--- src/rtl/dram_pkg.sv ---
package dram_pkg;
  typedef enum logic [2:0] {
    CY_IDLE    = 3'd0,
    CY_READ    = 3'd1,
    CY_EWRITE  = 3'd2,
    CY_RMW     = 3'd3,
    CY_RASONLY = 3'd4,
    CY_CBR     = 3'd5,
    CY_HIDDEN  = 3'd6
  } cyc_e;
endpackage

--- src/rtl/dram_cycle_ctl.sv ---
module dram_cycle_ctl
  import dram_pkg::*;
#(
  parameter int ADDR_W = 10,
  parameter int RFSH_W = 9
) (
  input  logic              clk,
  input  logic              rst_n,
  input  logic              ras_fall,
  input  logic              ras_rise,
  input  logic              cas_fall,
  input  logic              cas_rise,
  input  logic              we_fall,
  input  logic              cas_n,
  input  logic              we_n,
  input  logic [ADDR_W-1:0] addr,
  input  logic              rd_bit,
  output logic              row_load,
  output logic              row_open,
  output logic              wr_en,
  output logic              dout,
  output logic              dout_oe,
  output cyc_e              cyc_type,
  output logic [RFSH_W-1:0] rfsh_row
);
  logic [RFSH_W-1:0] rf_cnt;
  logic              rf_hit;
  logic              col_evt;
  logic              rmw_hit;

  assign row_load = ras_fall & cas_n;
  assign rf_hit   = ras_fall & ~cas_n;
  assign col_evt  = cas_fall & row_open;
  assign rmw_hit  = we_fall & ~cas_n & ~cas_fall & row_open & (cyc_type == CY_READ);
  assign wr_en    = (col_evt & ~we_n) | rmw_hit;

  always_ff @(posedge clk) begin
    if (!rst_n) begin
      row_open <= 1'b0;
      rf_cnt   <= '0;
      rfsh_row <= '0;
      cyc_type <= CY_IDLE;
      dout_oe  <= 1'b0;
      dout     <= 1'b0;
    end else begin
      if (rf_hit) begin
        cyc_type <= dout_oe ? CY_HIDDEN : CY_CBR;
        rfsh_row <= rf_cnt;
        rf_cnt   <= rf_cnt + 1'b1;
      end else if (row_load) begin
        row_open <= 1'b1;
        cyc_type <= CY_RASONLY;
        rfsh_row <= addr[RFSH_W-1:0];
      end
      if (ras_rise) row_open <= 1'b0;
      if (col_evt) begin
        if (!we_n) begin
          cyc_type <= CY_EWRITE;
          dout_oe  <= 1'b0;
          dout     <= 1'b0;
        end else begin
          cyc_type <= CY_READ;
          dout_oe  <= 1'b1;
          dout     <= rd_bit;
        end
      end
      if (cas_rise) begin
        dout_oe <= 1'b0;
        dout    <= 1'b0;
      end
      if (rmw_hit) cyc_type <= CY_RMW;
    end
  end

  AST_OE_NEEDS_CAS: assert property (@(posedge clk) disable iff (!rst_n)
    dout_oe |-> !$past(cas_n));
  AST_QUIET_WHEN_OFF: assert property (@(posedge clk) disable iff (!rst_n)
    !dout_oe |-> !dout);
  AST_EW_NO_DRIVE: assert property (@(posedge clk) disable iff (!rst_n)
    (cyc_type == CY_EWRITE) |-> !dout_oe);
  AST_RASONLY_NO_DRIVE: assert property (@(posedge clk) disable iff (!rst_n)
    (cyc_type == CY_RASONLY) |-> !dout_oe);
  AST_CBR_NO_ROW: assert property (@(posedge clk) disable iff (!rst_n)
    rf_hit |=> !row_open);
  AST_HIDDEN_HOLDS: assert property (@(posedge clk) disable iff (!rst_n)
    (rf_hit && dout_oe && !cas_rise) |=> (dout_oe && $stable(dout)));
endmodule

--- config.mk ---
export PLATFORM = sky130hd
export DESIGN_NAME = dram_cycle_ctl
export DESIGN_NICKNAME = d
export VERILOG_FILES = /design/src/rtl/dram_pkg.sv /design/src/rtl/dram_cycle_ctl.sv
export SDC_FILE = /design/constraint.sdc
export NUM_CORES = 1
export LEC_CHECK = 0
export ABC_AREA = 1
export ABC_CLOCK_PERIOD_IN_PS = 3500
export BUFFER_PORTS_ARGS = -buffer_cell sky130_fd_sc_hd__buf_2
export CAP_MARGIN = 20
export CORE_MARGIN = 3
export CORE_UTILIZATION = 53
export DETAILED_ROUTE_END_ITERATION = 6
export PLACE_DENSITY_LB_ADDON = 0.05
export SLEW_MARGIN = 10
export SYNTH_ARGS = -nofsm -noshare
export SYNTH_HDL_FRONTEND = slang
export SYNTH_SLANG_ARGS = --single-unit
--- constraint.sdc ---
create_clock -name clk -period 3.5 [get_ports clk]
set_input_delay 0.525 -clock clk [delete_from_list [all_inputs] [get_ports clk]]
set_output_delay 0.525 -clock clk [all_outputs]
set_load 0.01 [all_outputs]
==> flow_metrics.py <==
metrics = {
    "yosys": {
        "synth_top_family_by_area": "simple AND/OR/NAND/NOR gates",
        "synth_compound_area_share_pct": 9.10,
        "synth_area_leaders": "dfxtp_1 41%, nand2_1 18%, inv_1 7.9%, nor2_1 5.4%, nand3_1 4.7%",
        "synth_mux_area_share_pct": 0,
        "yosys_warnings": 0,
        "synthAdderAreaFrac_pct": 1.06,
        "synthSimpleGateAreaFrac_pct": 37.7,
        "syn_avg_cell_area_sq_um": 6.80,
        "synth.distinct_cells": 25,
        "synth_top_area_cell": "dfxtp_1",
        "syn_area_sq_um": 1180,
        "synth-xor-area-share_pct": 0,
        "ys_seq_elements": 24,
        "syn_nets": 195,
        "seq_area_frac_synth_pct": 40.6,
        "netlist_instances": 174,
        "synth_top_cell_area_share_pct": 40.6,
    },
    "routing": {
        "dr.pass1.iters": 4,
        "via_per_inst": 4.94,
        "vias": 1167,
        "drc": 0,
        "drt_iter0_markers": 17,
        "ant_nets": 0,
        "wl_per_cell_um": 11.0,
        "drt-total-wl_um": 2600,
    },
    "timing": {
        "slew_viol_final": 0,
        "max_freq_ghz": 0.569,
        "setup_viol": 0,
        "slew_headroom_pct": 77.0,
        "rsz0062_at_grt": "no",
        "hold_viol_final": 0,
        "period_needed_ns": 1.76,
        "min_period_over_period_pct": 50.2,
        "finClkSkew_ns": 0.00388,
        "fin_setup_tns_ns": 0,
        "fin_hold_ws_ns": 0.365,
        "worstMarginPinSlew_ns": 0.344,
    },
    "placed_design": {
        "portBuffers": 35,
        "hpwl_um": 2020,
        "gp_congestion": 0.837,
        "place_inst": 232,
    },
    "floorplanning": {
        "start_util_pct": 57.9,
        "die_h_um": 53.2,
        "pin_count": 37,
        "dieWidth_um": 53.2,
        "core_area_sq_um": 2040,
        "die_area_sq_um": 2830,
        "num_rows": 16,
    },
    "setup_path": {
        "crit_arrival_ns": 1.23,
        "required_ns": 2.97,
        "r2r-start": "rf_cnt[1]$_SDFFE_PN0P_",
        "rrSetupSlack_ns": 2.19,
        "reg2reg_to": "rf_cnt[8]$_SDFFE_PN0P_",
        "endpoint_kind": "output port",
        "crit_type": "reg -> out",
        "rr_worst_depth": 7,
        "critPathLaunchType": "register",
        "worstPathMaxFanout": 5,
    },
    "layout": {
        "drive_gt1_share_pct": 24.4,
        "antenna_cells": 0,
        "fillers": 195,
        "layout_common_cells": "56 x nand2_1, 35 x buf_2, 25 x inv_1, 24 x dfxtp_1, 17 x nor2_1",
        "fin_nets": 231,
        "final_common_cell": "nand2_1",
        "area_growth_pct": 19.7,
        "instances_no_fill": 236,
    },
    "cts": {
        "cts_root_buf": "clkbuf_4",
        "postCtsHoldBufs": 0,
        "cts-buffers-inserted": 3,
        "insertion_delay_ns": 0.30,
        "clock-sinks": 24,
        "clk_pin_slew_ns": 0.13,
        "cts_setup_buffers": 0,
        "h-tree-depth": 1,
        "cts-resized-gates": 0,
        "cts_tree": "yes",
        "clk_path_buf_depth": 2,
    },
    "grt": {
        "antenna_found_initial": 0,
        "grt_pass1_wl_um": 4110,
        "grt_pass1_vias": 975,
        "grtUsageTotal_pct": 19.5,
        "grt_overflow": 0,
        "grt_max_degree": 18,
    },
    "power_and_ir_drop": {
        "swShare_pct": 22.3,
        "leakage_nw": 0.759,
        "combPwrFrac_pct": 11.1,
        "p_int_uw": 421,
        "power_switching_uw": 121,
        "finalPower_uw": 543,
        "ir_worst_vdd_uv": 300,
        "p_clk_share_pct": 35.9,
        "pwr_density_cell_nw_per_um2": 384,
        "seqPwrFrac_pct": 53.0,
    },
    "flow_run": {
        "drv_cap": 0,
    },
    "run_status": {
        "status": "complete, no violations",
    },
    "hold_path": {
        "worst_hold_path.endpoint": "row_open$_SDFFE_PP0P_",
        "hold_class": "in -> reg",
        "hold_depth": 2,
        "min_from": "ras_rise",
    },
}
worst max-delay path by stage:
stage                           from  endpoint  slack, ns  cells past startpoint
3_5_place_dp                   cas_n     wr_en       1.79                      7
5_1_grt        row_open$_SDFFE_PP0P_     wr_en       1.60                      5
4_1_cts        row_open$_SDFFE_PP0P_     wr_en       1.73                      5
3_3_place_gp                   cas_n     wr_en       1.79                      7
6_report       row_open$_SDFFE_PP0P_     wr_en       1.74                      5
2_1_floorplan                  cas_n     wr_en       2.04                      5
cell usage after synthesis:
master	count
nand3_2	3
buf_4	1
or2_2	1
a21oi_1	9
nand2_2	1
inv_2	2
nor2_4	1
o211ai_1	3
inv_4	1
nor3_1	2
o21bai_1	1
buf_6	1
nor3_4	1
nor2_2	1
ha_1	1
o21a_1	1
o21ai_0	5
nand2_1	56
buf_2	2
nand2_4	1
nor2_1	17
nand4_1	3
nand3_1	11
dfxtp_1	24
inv_1	25
registers in the layout (all words and copies together), names as in the netlist:
register	cells
cyc_type	3
dout	1
dout_oe	1
rf_cnt	9
rfsh_row	9
row_open	1
layout make-up:
type	count	area [sq um]	area share (%)
multi-input cells	118	566	40.0
flip-flops and latches	24	480	34.0
repair buffers	35	175	12.4
inverters	28	108	7.60
well taps	27	33.8	2.39
clock inverters	1	30.0	2.12
clock buffers	3	22.5	1.59
logic make-up after synthesis:
kind of cell    count (synthesis)
buf+inv                        32
flops                          24
compound gates                 19
simple gates                   98
fa+ha+maj                       1
metal layers:
layer	track usage, %	wire length [um]
met1	25.4	1210
met2	32.9	1200
met3	2.54	149
met4	5.96	35
met5	0	0
critical path, stage by stage, from the launching register on:
cell and delay (ns):
dfxtp_1 0.44, nand2_1 0.08, nor2_1 0.11, nand2_1 0.08
o21ai_0 0.08, buf_2 0.15
through the flow:
stage / setup slack, ns / area (sq um) / utilization [%]
after detailed placement: 1.79 / 1360 / 66.7
after CTS: 1.73 / 1420 / 69.3
final: 1.74 / 1420 / 69.3
after global placement: 1.79 / 1360 / 66.7
after floorplan: 2.04 / 1180 / -
after global routing: 1.60 / 1420 / 69.3
power by group through the flow:
stage / sequential, mW / combinational, mW / clock (mW)
after floorplan: 0.296 / 0.0342 / 0
after global placement: 0.293 / 0.0588 / 0
after detailed placement: 0.294 / 0.0603 / 0
after CTS: 0.288 / 0.0605 / 0.202
after global routing: 0.289 / 0.0686 / 0.212
final: 0.288 / 0.0603 / 0.195
Note: power is estimated with default switching activity, not from simulation.
